## config.mk

```make
export PLATFORM = sky130hd
export DESIGN_NAME = access_perm_check
export DESIGN_NICKNAME = d
export VERILOG_FILES = /design/src/rtl/apc_pkg.sv /design/src/rtl/apc_prot_table.sv /design/src/rtl/apc_key_mask.sv /design/src/rtl/access_perm_check.sv
export SDC_FILE = /design/constraint.sdc
export NUM_CORES = 1
export LEC_CHECK = 0
export ABC_CLOCK_PERIOD_IN_PS = 1650
export BUFFER_PORTS_ARGS = -buffer_cell sky130_fd_sc_hd__buf_2
export CAP_MARGIN = 5
export CORE_ASPECT_RATIO = 1.2
export CORE_MARGIN = 4
export CORE_UTILIZATION = 37
export CTS_CLUSTER_DIAMETER = 30
export DETAILED_ROUTE_END_ITERATION = 7
export PLACE_DENSITY = 0.93
export SLEW_MARGIN = 20
export SYNTH_ARGS = -nofsm -noshare
export SYNTH_HDL_FRONTEND = slang
export SYNTH_SLANG_ARGS = --single-unit
```

## constraint.sdc

```tcl
create_clock -name clk -period 1.65 [get_ports clk]
set_clock_uncertainty 0.1 [all_clocks]
set_input_delay 0.0825 -clock clk [delete_from_list [all_inputs] [get_ports clk]]
set_output_delay 0.0825 -clock clk [all_outputs]
set_load 0.02 [all_outputs]
```

## src/rtl/apc_pkg.sv

```systemverilog
package apc_pkg;

    typedef struct packed {
        logic r;
        logic w;
        logic x;
    } rights_t;

    typedef enum logic [1:0] {
        ACC_LOAD  = 2'd0,
        ACC_STORE = 2'd1,
        ACC_FETCH = 2'd2,
        ACC_RSVD  = 2'd3
    } acc_e;

    localparam rights_t RIGHTS_NONE = 3'b000;
    localparam rights_t RIGHTS_RX   = 3'b101;
    localparam rights_t RIGHTS_ALL  = 3'b111;

endpackage

```

## src/rtl/apc_prot_table.sv

```systemverilog
module apc_prot_table
    import apc_pkg::*;
(
    input  logic       key,
    input  logic [2:0] code,
    output rights_t    rights
);

    always_comb begin
        rights = RIGHTS_NONE;
        if (!key) begin
            case (code)
                3'd0, 3'd1, 3'd2: rights = RIGHTS_ALL;
                3'd3, 3'd6:       rights = RIGHTS_RX;
                default:          rights = RIGHTS_NONE;
            endcase
        end else begin
            case (code)
                3'd2:       rights = RIGHTS_ALL;
                3'd1, 3'd3: rights = RIGHTS_RX;
                default:    rights = RIGHTS_NONE;
            endcase
        end
    end

endmodule

```

## src/rtl/apc_key_mask.sv

```systemverilog
module apc_key_mask
    import apc_pkg::*;
#(
    parameter int KEY_W = 5,
    localparam int NUM_KEYS = 1 << KEY_W,
    localparam int MASK_W = 2 * NUM_KEYS
) (
    input  logic              key_en,
    input  logic              inst_en,
    input  logic [KEY_W-1:0]  class_key,
    input  logic [MASK_W-1:0] acc_mask,
    input  logic [MASK_W-1:0] inst_mask,
    output rights_t           rights
);

    // field for key k sits at 2*(NUM_KEYS-1-k); NUM_KEYS-1-k equals ~k
    logic [KEY_W-1:0] slot;
    logic [KEY_W:0]   lo_bit;
    logic [1:0]       acc_fld;
    logic             inst_bit;

    assign slot     = ~class_key;
    assign lo_bit   = {slot, 1'b0};
    assign acc_fld  = acc_mask[lo_bit +: 2];
    assign inst_bit = inst_mask[lo_bit];

    always_comb begin
        rights = RIGHTS_ALL;
        if (key_en) begin
            rights.w = ~acc_fld[1];
            rights.r = ~acc_fld[0];
            rights.x = ~(inst_en & inst_bit);
        end
    end

endmodule

```

## src/rtl/access_perm_check.sv

```systemverilog
module access_perm_check
    import apc_pkg::*;
#(
    parameter int KEY_W = 5,
    localparam int MASK_W = 2 * (1 << KEY_W)
) (
    input  logic              clk,
    input  logic              rst_n,
    input  logic              req_valid,
    input  logic [1:0]        acc_type,
    input  logic              prob_state,
    input  logic              seg_key_user,
    input  logic              seg_key_sup,
    input  logic [2:0]        pte_pp,
    input  logic              pte_noexec,
    input  logic              pte_guard,
    input  logic [KEY_W-1:0]  pte_class_key,
    input  logic [MASK_W-1:0] acc_mask,
    input  logic [MASK_W-1:0] inst_mask,
    input  logic              class_key_en,
    input  logic              inst_mask_en,
    output logic              resp_valid,
    output logic              perm_r,
    output logic              perm_w,
    output logic              perm_x,
    output logic              allow,
    output logic              flt_prot,
    output logic              flt_nx_guard,
    output logic              flt_class_key,
    output logic              flt_store
);

    logic    eff_key;
    rights_t tbl_rt;
    rights_t nxg_rt;
    rights_t key_rt;
    rights_t fin_rt;
    acc_e    acc;

    logic    tbl_need, key_need, fin_need;
    logic    c_allow, c_prot, c_nxg, c_key, c_store;

    assign eff_key = prob_state ? seg_key_user : seg_key_sup;
    assign acc     = acc_e'(acc_type);

    apc_prot_table u_tbl (
        .key    (eff_key),
        .code   (pte_pp),
        .rights (tbl_rt)
    );

    apc_key_mask #(.KEY_W(KEY_W)) u_key (
        .key_en    (class_key_en),
        .inst_en   (inst_mask_en),
        .class_key (pte_class_key),
        .acc_mask  (acc_mask),
        .inst_mask (inst_mask),
        .rights    (key_rt)
    );

    always_comb begin
        nxg_rt   = RIGHTS_ALL;
        nxg_rt.x = ~(pte_noexec | pte_guard);
    end

    assign fin_rt = tbl_rt & nxg_rt & key_rt;

    always_comb begin
        tbl_need = 1'b0;
        key_need = 1'b0;
        fin_need = 1'b0;
        unique case (acc)
            ACC_LOAD:  begin tbl_need = tbl_rt.r; key_need = key_rt.r; fin_need = fin_rt.r; end
            ACC_STORE: begin tbl_need = tbl_rt.w; key_need = key_rt.w; fin_need = fin_rt.w; end
            ACC_FETCH: begin tbl_need = tbl_rt.x; key_need = key_rt.x; fin_need = fin_rt.x; end
            ACC_RSVD:  begin tbl_need = 1'b0;     key_need = 1'b0;     fin_need = 1'b0;     end
        endcase
    end

    always_comb begin
        c_allow = fin_need;
        c_prot  = 1'b0;
        c_nxg   = 1'b0;
        c_key   = 1'b0;
        c_store = 1'b0;
        if (!fin_need) begin
            unique case (acc)
                ACC_FETCH: begin
                    c_nxg  = ~nxg_rt.x;
                    c_prot = nxg_rt.x & ~tbl_rt.x;
                    c_key  = ~key_rt.x;
                end
                ACC_LOAD, ACC_STORE: begin
                    c_prot  = ~tbl_need;
                    c_key   = ~key_need;
                    c_store = (acc == ACC_STORE);
                end
                ACC_RSVD: ;
            endcase
        end
    end

    always_ff @(posedge clk or negedge rst_n) begin
        if (!rst_n) begin
            resp_valid    <= 1'b0;
            perm_r        <= 1'b0;
            perm_w        <= 1'b0;
            perm_x        <= 1'b0;
            allow         <= 1'b0;
            flt_prot      <= 1'b0;
            flt_nx_guard  <= 1'b0;
            flt_class_key <= 1'b0;
            flt_store     <= 1'b0;
        end else begin
            resp_valid <= req_valid;
            if (req_valid) begin
                perm_r        <= fin_rt.r;
                perm_w        <= fin_rt.w;
                perm_x        <= fin_rt.x;
                allow         <= c_allow;
                flt_prot      <= c_prot;
                flt_nx_guard  <= c_nxg;
                flt_class_key <= c_key;
                flt_store     <= c_store;
            end
        end
    end

    AST_RESP_FOLLOWS_REQ: assert property (@(posedge clk) disable iff (!rst_n)
        req_valid |=> resp_valid);

    AST_ALLOW_NO_FAULT: assert property (@(posedge clk) disable iff (!rst_n)
        (resp_valid && allow) |-> !(flt_prot || flt_nx_guard || flt_class_key || flt_store));

    AST_NXG_KILLS_EXEC: assert property (@(posedge clk) disable iff (!rst_n)
        (req_valid && (pte_noexec || pte_guard)) |=> !perm_x);

    AST_MASK_KILLS_WRITE: assert property (@(posedge clk) disable iff (!rst_n)
        (req_valid && class_key_en && acc_mask[{~pte_class_key, 1'b1}]) |=> !perm_w);

    AST_RSVD_NO_FAULT: assert property (@(posedge clk) disable iff (!rst_n)
        (req_valid && acc_type == 2'd3) |=> (!allow && !flt_prot && !flt_class_key && !flt_store && !flt_nx_guard));

    AST_STORE_FLAG_ON_DENY: assert property (@(posedge clk) disable iff (!rst_n)
        (resp_valid && flt_store) |-> !allow);

endmodule

```

-- Word-level counts from Yosys, hierarchy flattened
Index checks and enable logic that the tools add are counted.
- equality and inequality tests: 7
- bitwise gates (word level): 14
- shift operators: 1
- reductions and logical operators: 6
- mux-type cells: 18
- order comparisons: 1
- operators with widths (cell ; count):
    variable part select 64 x 7 -> 2 bit ; 1
    case mux 1 bit (4 select lines) ; 3
    case mux 3 bit (2 select lines) ; 2
    2-to-1 mux 1 bit ; 8
    inverter 1 bit ; 8
    less-than comparator 6 x 7 -> 1 bit (second input constant) ; 1
    bitwise AND 3 bit ; 2
    == test 3 x 2 -> 1 bit (second input constant) ; 2
    2-to-1 mux 3 bit ; 2
    OR reduction 2 bit ; 3
    binary-select mux 1 bit (select 5 bit) ; 1
    inverter 5 bit ; 1
    == test 2 bit (second input constant) ; 2
    case mux 1 bit (2 select lines) ; 2
    == test 3 x 1 -> 1 bit (second input constant) ; 1
    == test 3 bit (second input constant) ; 1
    logical NOT 3 bit ; 1
    OR reduction 3 bit ; 1
    bitwise AND 1 bit ; 2
    == test 2 x 1 -> 1 bit (second input constant) ; 1
    logical NOT 2 bit ; 1
    OR 1 bit ; 1
- register bits: 9
- logic and storage cells: 56
- output and inout bits: 9

-- Depth between registers and ports, before layout
Gate-level depths: netlist of run 1.
- depth after elaboration: 10
- depth in mapped cells: 8

-- Modules after synthesis
Synthesis of run 1 repeated with hierarchy kept, for this count alone.
- cell total of the unflattened synthesis: 119
- area, all modules: 1467.7 sq um
- modules (own cells, without submodules) (module ; times used ; cells an instance ; seq. area each (sq um) ; area an instance (sq um)):
    apc_key_mask ; 1 ; 66 ; 0.0 ; 908.4
    access_perm_check ; 1 ; 46 ; 225.2 ; 509.2
    apc_prot_table ; 1 ; 7 ; 0.0 ; 50.0

-- Worst setup path after synthesis of run 1
Ideal clock, no wire load.
- path kind: input to register
- start: input port pte_class_key[1]
- end: register flt_class_key
- arrival: 1497 ps
- buffers on the path: 2
- cell stages on the path: 7
- required time: 1424 ps
- setup time: 126 ps
- setup slack: -73 ps
- cell sequence: buf_4 > buf_4 > mux4_2 > mux2_2 > o21ai_2 > nor2_1 > a221o_1
- word-level cells in the longest chain between the ends: 10
- ends and longest elaborated chain (what ; line ; RTL):
    start: declaration ; access_perm_check.sv:17 ; input logic [KEY_W-1:0] pte_class_key,
    inverter 5 bit (*) ; apc_key_mask.sv:22 ; assign slot = ~class_key;
    binary-select mux 1 bit (select 5 bit) ; apc_key_mask.sv:25 ; assign inst_bit = inst_mask[lo_bit];
    2-to-1 mux 1 bit (not written as such) ; apc_key_mask.sv:25 ;
    bitwise AND 1 bit ; apc_key_mask.sv:32 ; rights.x = ~(inst_en & inst_bit);
    inverter 1 bit ; apc_key_mask.sv:32 ;
    2-to-1 mux 3 bit (*) ; apc_key_mask.sv:29 ; if (key_en) begin
    case mux 1 bit (4 select lines) ; access_perm_check.sv:72 ; unique case (acc)
    inverter 1 bit ; access_perm_check.sv:95 ; c_key = ~key_need;
    case mux 1 bit (2 select lines) ; access_perm_check.sv:87 ; unique case (acc)
    2-to-1 mux 1 bit (*) ; access_perm_check.sv:86 ; if (!fin_need) begin
    end signal: assignment ; access_perm_check.sv:123 ; flt_class_key <= c_key;
    end: declaration ; access_perm_check.sv:29 ; output logic flt_class_key,
Mark *: on every way between the ends. The rest lies on a longest branch, timed or not. The select of a mux whose other input is x is not followed.
A chain may end at the register's enable or synchronous reset.

-- Worst setup path after layout of run 1
- start: input port pte_class_key[0]
- end: register flt_class_key
Same word-level chain as after synthesis.

==> reports/results.txt, run 1 <==
CP max FO: 14
Met2 Resource Use GR: 0.395
CTS tree: yes
Global route overflow: 0
Drt initial violations: 84
CP peak stage delay: 530 ps
DRC Markers: 0
Final worst slack: 71.4 ps
Routed vias: 1,779
Fmax: 633 MHz
Synth area leader: mux2i_1
Cell family with most CP delay: multiplexers
Arr. time, crit path: 1590 ps
Final Hold Vio Count: 0
First-pass GRT wire length: 7340 um
Switching share of power: 0.315
Endpoints failing setup: 0
DP HPWL: 4350 um
Internal power: 716 uW
Synth cell types: 38
Row cnt: 24
Slew headroom: 0.658
All-Layer GR Usage: 0.193
Vias in the first global route: 1,764
Clock slew at reported path FFs: 40 ps
Hold slack final: 114 ps
Seq pwr share: 0.240
Syn_nets: 294
Post-CTS Setup Bufs: 0
Non-filler cells, final: 337
Inst Count DP: 329
Max Cap Viol: 0
Mapped cell area: 1390 um2
Mean Syn Cell Area: 9.50 um2
DRT Wirelength: 5210 um
Met3 Use GR: 0.0448
Tmin final: 1580 ps
Port buffer count: 124
TritonRoute pass-1 iters: 4
Die Span Y: 75.1 um
Critical-path top delay cell: mux4_2
Area growth syn-to-layout: 68.3%
Leakage dissipation: 1.24 nW
CP bufs+invs: 1
Area share of the largest cell type after synthesis: 0.231
Number of diodes: 0
RSZ-0062 raised after global routing: false
P per Cell Area: 448 nW/um2
Min-delay worst type: in -> reg
Root Driver: clkbuf_8
Worst setup SP type: primary input
Global route hottest layer: met2
CTS Sinks: 9
Post-route cell area: 2330 um2
Num CTS Buffers: 3
Clock Power Share: 0.235
Total power draw: 1.05 mW
Gate power share: 0.525
Top cells by area, synth: mux2i_1 (23%), dfrtp_1 (16%), mux4_1 (9.5%)
Worst Max-Slew Pin Slew: 507 ps
Layout cell share with drive strength beyond 1: 0.593
Worst VDD drop: 0.000227 V
Via density: 5.28
Worst path cell trace: buf_6 -> mux4_2 -> mux2i_1 -> o221ai_1 -> o2111ai_2 -> o22ai_1 -> a221o_1
Die X: 63.9 um
P_sw: 330 uW
I/O pins: 157
Synth warn: 0
Pins Over Slew Limit: 0
Worst-skew pair later-pin latency: 230 ps
Final #Nets: 434
Final GP Congestion: 0.796
Routed Antenna Nets: 0
Mapped Cells: 146
H-tree depth: 1
Initial antenna violation count: 0
Worst EP required: 1660 ps
Status: complete, no violations
Synth Register Bits: 9
Crit Path Class: in -> reg
Met1 Use GR: 0.197
Final Core Density: 0.643
Fillcell total: 288
Register area share after synthesis: 0.162
Starting Density: 0.382
Wirelength per Cell: 15.5 um
Placeable Area: 3630 um2
Max clock buf depth: 2
Die area: 4800 um2
TNS Setup: 0 ps
Pre-CTS setup slack: -379 ps
DP Area: 2160 um2
Final worst path period share: 0.957
Largest net degree at the start of global routing: 20
Nature of the critical path endpoint: flop
## layer usage
layer  part of all wire  vias to the layer above
met1               0.36                      810
met2               0.54                      105
met5                  0                        -
met3              0.086                       12
met4              0.020                        0
li1                   -                      852
## worst paths after layout
kind | depth (start not counted) | startpoint | end | slack [ps]
setup / recovery | 7 | pte_class_key[0] | flt_class_key$_DFFE_PN0P_ | 70
hold / removal | 4 | pte_noexec | perm_x$_DFFE_PN0P_ | 110
setup reg to reg | 2 | flt_class_key$_DFFE_PN0P_ | flt_class_key$_DFFE_PN0P_ | 660
hold reg to reg | 2 | perm_r$_DFFE_PN0P_ | perm_r$_DFFE_PN0P_ | 370
max in group asynchronous | 2 | rst_n | flt_prot$_DFFE_PN0P_ | 1130
min in group asynchronous | 2 | rst_n | flt_class_key$_DFFE_PN0P_ | 140
## worst register-to-register path, stage by stage, from the launching register on
cell	delay, ps
dfrtp_1	380
nor2b_1	150
a221o_1	250
## synthesized netlist by cell type, drive strengths merged
| library cell | count |
|---|---|
| a211o | 3 |
| a21o | 2 |
| a21oi | 4 |
| a221o | 1 |
| a221oi | 2 |
| a22o | 6 |
| a22oi | 6 |
| a31oi | 1 |
| and2 | 3 |
| and2b | 1 |
| and3 | 1 |
| buf | 7 |
| clkbuf | 4 |
| dfrtp | 9 |
| inv | 7 |
| mux2 | 5 |
| mux2i | 32 |
| mux4 | 9 |
| nand2 | 8 |
| nand3 | 3 |
| nand4bb | 1 |
| nor2 | 7 |
| nor2b | 4 |
| nor3 | 3 |
| o2111ai | 2 |
| o21ai | 7 |
| o21bai | 1 |
| o221ai | 2 |
| o22ai | 1 |
| o2bb2ai | 1 |
| o311ai | 1 |
| o31ai | 1 |
| or2b | 1 |
## area by class of cell
cell class,count,area [um2],area share
Sequential cell,9,225,0.0965
Clock buffer,4,45.0,0.0193
Timing Repair Buffer,146,870,0.372
Tap cell,52,65.1,0.0279
Inverter,7,26.3,0.0113
Multi-Input combinational cell,119,1100,0.473
## power by group through the flow
stage               Combinational (mW)  Clock, mW  Sequential, mW
CTS                              0.511      0.255           0.251
global placement                 0.491          0           0.254
global route                     0.591      0.266           0.253
detailed placement               0.504          0           0.254
finish                           0.549      0.246           0.251
floorplan                        0.246          0           0.280
## logic make-up after synthesis
kind of cell,count (synthesis),share of synthesized area
AO/OA/AOI/OAI,41,0.220
buffers and inverters,18,0.0694
flip-flops,9,0.162
multiplexers,46,0.431
AND/OR/NAND/NOR,32,0.117
## registers in the layout, summed over array words and instances, names as in the netlist
register,count
perm_x,1
perm_r,1
allow,1
flt_prot,1
flt_store,1
perm_w,1
resp_valid,1
flt_class_key,1
flt_nx_guard,1
## cells in the final DEF, fill, tap and decap left out, types with 2 or more instances in the layout
cell type	instances
buf_2	121
mux2i_1	30
dfrtp_1	9
mux2i_2	2
buf_6	3
dlygate4sd3_1	2
o21ai_0	4
clkbuf_16	2
mux2_2	4
a22oi_1	6
nor3_1	2
inv_1	7
a21oi_1	4
a221oi_2	2
a21o_1	2
a211o_1	3
buf_12	2
nand3_1	3
o221ai_1	2
mux4_1	2
o21ai_2	2
a22o_1	6
nor2_1	6
nand2_1	8
nor2b_1	4
buf_4	15
mux4_2	7
and2_1	3
clkbuf_8	3
## what timing repair did
action                                 CTS  global route
resized for setup                        3            15
gates cloned                             0             2
hold buffers                             2             0
pin swaps                                0             2
endpoints found under the hold margin   10             0
setup endpoints to repair                3             6
Note: power is estimated with default switching activity, not from simulation.
==> inputs of run 2 (changes only) <==
--- a/config.mk
+++ b/config.mk
@@ -5,16 +5,17 @@
 export SDC_FILE = /design/constraint.sdc
 export NUM_CORES = 1
 export LEC_CHECK = 0
-export ABC_CLOCK_PERIOD_IN_PS = 1650
+export ABC_CLOCK_PERIOD_IN_PS = 1300
 export BUFFER_PORTS_ARGS = -buffer_cell sky130_fd_sc_hd__buf_2
 export CAP_MARGIN = 5
 export CORE_ASPECT_RATIO = 1.2
 export CORE_MARGIN = 4
-export CORE_UTILIZATION = 37
+export CORE_UTILIZATION = 31
 export CTS_CLUSTER_DIAMETER = 30
 export DETAILED_ROUTE_END_ITERATION = 7
-export PLACE_DENSITY = 0.93
+export PLACE_DENSITY = 0.84
 export SLEW_MARGIN = 20
 export SYNTH_ARGS = -nofsm -noshare
 export SYNTH_HDL_FRONTEND = slang
 export SYNTH_SLANG_ARGS = --single-unit
+export TNS_END_PERCENT = 50
==> constraint.sdc (replaced) <==
create_clock -name clk -period 1.3 [get_ports clk]
set_clock_uncertainty 0.1 [all_clocks]
set_input_delay 0.065 -clock clk [delete_from_list [all_inputs] [get_ports clk]]
set_output_delay 0.065 -clock clk [all_outputs]
set_load 0.02 [all_outputs]
==> reports/results.txt, run 2 (same netlist as run 1, synthesis figures left out) <==
Die X: 69.1 um
Worst setup SP type: primary input
Met3 Use GR: 0.0483
Multi-input logic area: 1170 um2
Global route overflow: 0
DRT Wirelength: 5290 um
Starting Density: 0.323
I/O pins: 157
Cell family with most CP delay: multiplexers
Worst-skew pair later-pin latency: 230 ps
Final GP Congestion: 0.874
CP bufs+invs: 3
Final worst path period share: 1.19
Routed vias: 1,788
Worst hold start: req_valid
P per Cell Area: 561 nW/um2
Commonest non-fill, non-tap cell in the layout: buf_2
Pre-CTS setup slack: -636 ps
Number of diodes: 0
Initial antenna violation count: 0
Slew headroom: 0.752
CTS tree: yes
Via density: 5.08
Worst VDD drop: 0.000271 V
Num CTS Buffers: 3
Critical-path top delay cell: mux4_2
Reg-to-reg startpoint: flt_class_key$_DFFE_PN0P_
Leakage dissipation: 1.32 nW
Crit path top cell by count: buf_12
FF+latch area: 225 um2
Fillcell total: 394
Final Hold Vio Count: 0
Worst EP required: 1340 ps
Inst Count DP: 341
DP HPWL: 4450 um
Vias in the first global route: 1,961
CP peak stage delay: 470 ps
CTS Sinks: 9
Die area: 5620 um2
Non-filler cells, final: 352
Area growth syn-to-layout: 81.8%
Largest net degree at the start of global routing: 11
Endpoints failing setup: 6
Final #Nets: 445
Hold slack final: 23.6 ps
Met1 Use GR: 0.177
Port buffer count: 124
Status: finished, violations left
Arr. time, crit path: 1590 ps
Global route hottest layer: met2
Max clock buf depth: 2
Clock slew at reported path FFs: 40 ps
Min-delay worst type: in -> reg
Beginning of the critical path: pte_class_key[0]
Crit Path Class: in -> reg
Pins Over Slew Limit: 0
Drt initial violations: 40
Row cnt: 26
Fmax: 646 MHz
H-tree depth: 1
Failing checks: negative setup slack
Root Driver: clkbuf_8
Tmin final: 1550 ps
Final Core Density: 0.587
Worst Max-Slew Pin Slew: 369 ps
Final worst slack: -248 ps
All-Layer GR Usage: 0.182
Worst path cell trace: buf_12 -> buf_12 -> buf_6 -> mux4_2 -> mux2i_1 -> nand2_1 -> and3_4 -> a211o_1 -> o2111ai_1
Met2 Resource Use GR: 0.367
Nature of the critical path endpoint: flop
TritonRoute pass-1 iters: 4
Routed Antenna Nets: 0
Max Cap Viol: 0
Placeable Area: 4290 um2
Wirelength per Cell: 15.0 um
CP max FO: 7
Most frequent cells in the layout: buf_2 (122), mux2i_1 (30), buf_4 (25)
Die Span Y: 81.3 um
RSZ-0062 raised after global routing: true
Layout cell share with drive strength beyond 1: 0.645
First-pass GRT wire length: 8290 um
DRC Markers: 0
[run 2: worst register-to-register path: cells and delay by family, from the launching register on]
| family | cells | cell delay, ps |
|---|---|---|
| compound gates | 1 | 250 |
| flops | 1 | 380 |
| simple gates | 1 | 130 |
[run 2: worst paths after layout]
kind	to	slack (ps)	depth (start not counted)
worst max-delay path	allow$_DFFE_PN0P_	-250	9
worst min-delay path	resp_valid$_DFF_PN0_	20	2
worst max register to register	flt_class_key$_DFFE_PN0P_	320	2
worst min register to register	perm_r$_DFFE_PN0P_	380	2
max in group asynchronous	perm_x$_DFFE_PN0P_	800	2
min in group asynchronous	flt_store$_DFFE_PN0P_	120	2
[run 2: per-layer routing]
layer / vias to the layer above / part of all wire
met5: - / 0
met4: 0 / 0.016
met3: 12 / 0.084
met2: 85 / 0.57
met1: 813 / 0.33
li1: 878 / -
[run 2: power breakdown]
group / internal, mW / switching, mW / total, mW
sequential: 0.307 / 0.0125 / 0.319
clock: 0.213 / 0.106 / 0.320
combinational: 0.443 / 0.332 / 0.775
total: 0.963 / 0.451 / 1.41
[run 2: area by class of cell]
cell class | instances | share of cell area
Timing Repair Buffer | 157 | 0.389
Sequential cell | 9 | 0.0893
Clock buffer | 4 | 0.0179
Tap cell | 56 | 0.0278
Inverter | 7 | 0.0104
Multi-Input combinational cell | 119 | 0.465
[run 2: what timing repair did]
action / 4_1_cts / 5_1_grt
endpoints found under the setup margin: 6 / 6
cloned: 1 / 0
hold buffers: 1 / 0
gates resized for setup: 20 / 15
endpoints found under the hold margin: 9 / 0
setup buffers: 5 / 0
pin swaps: 5 / 10
[run 2: metrics by stage]
stage,cell area [um2],power (mW),setup TNS (ps)
global placement,2250,0.984,-3030
floorplan,1430,0.681,-1120
global route,2520,1.51,-1620
CTS,2440,1.39,-1180
finish,2520,1.41,-1180
detailed placement,2250,1.00,-3360
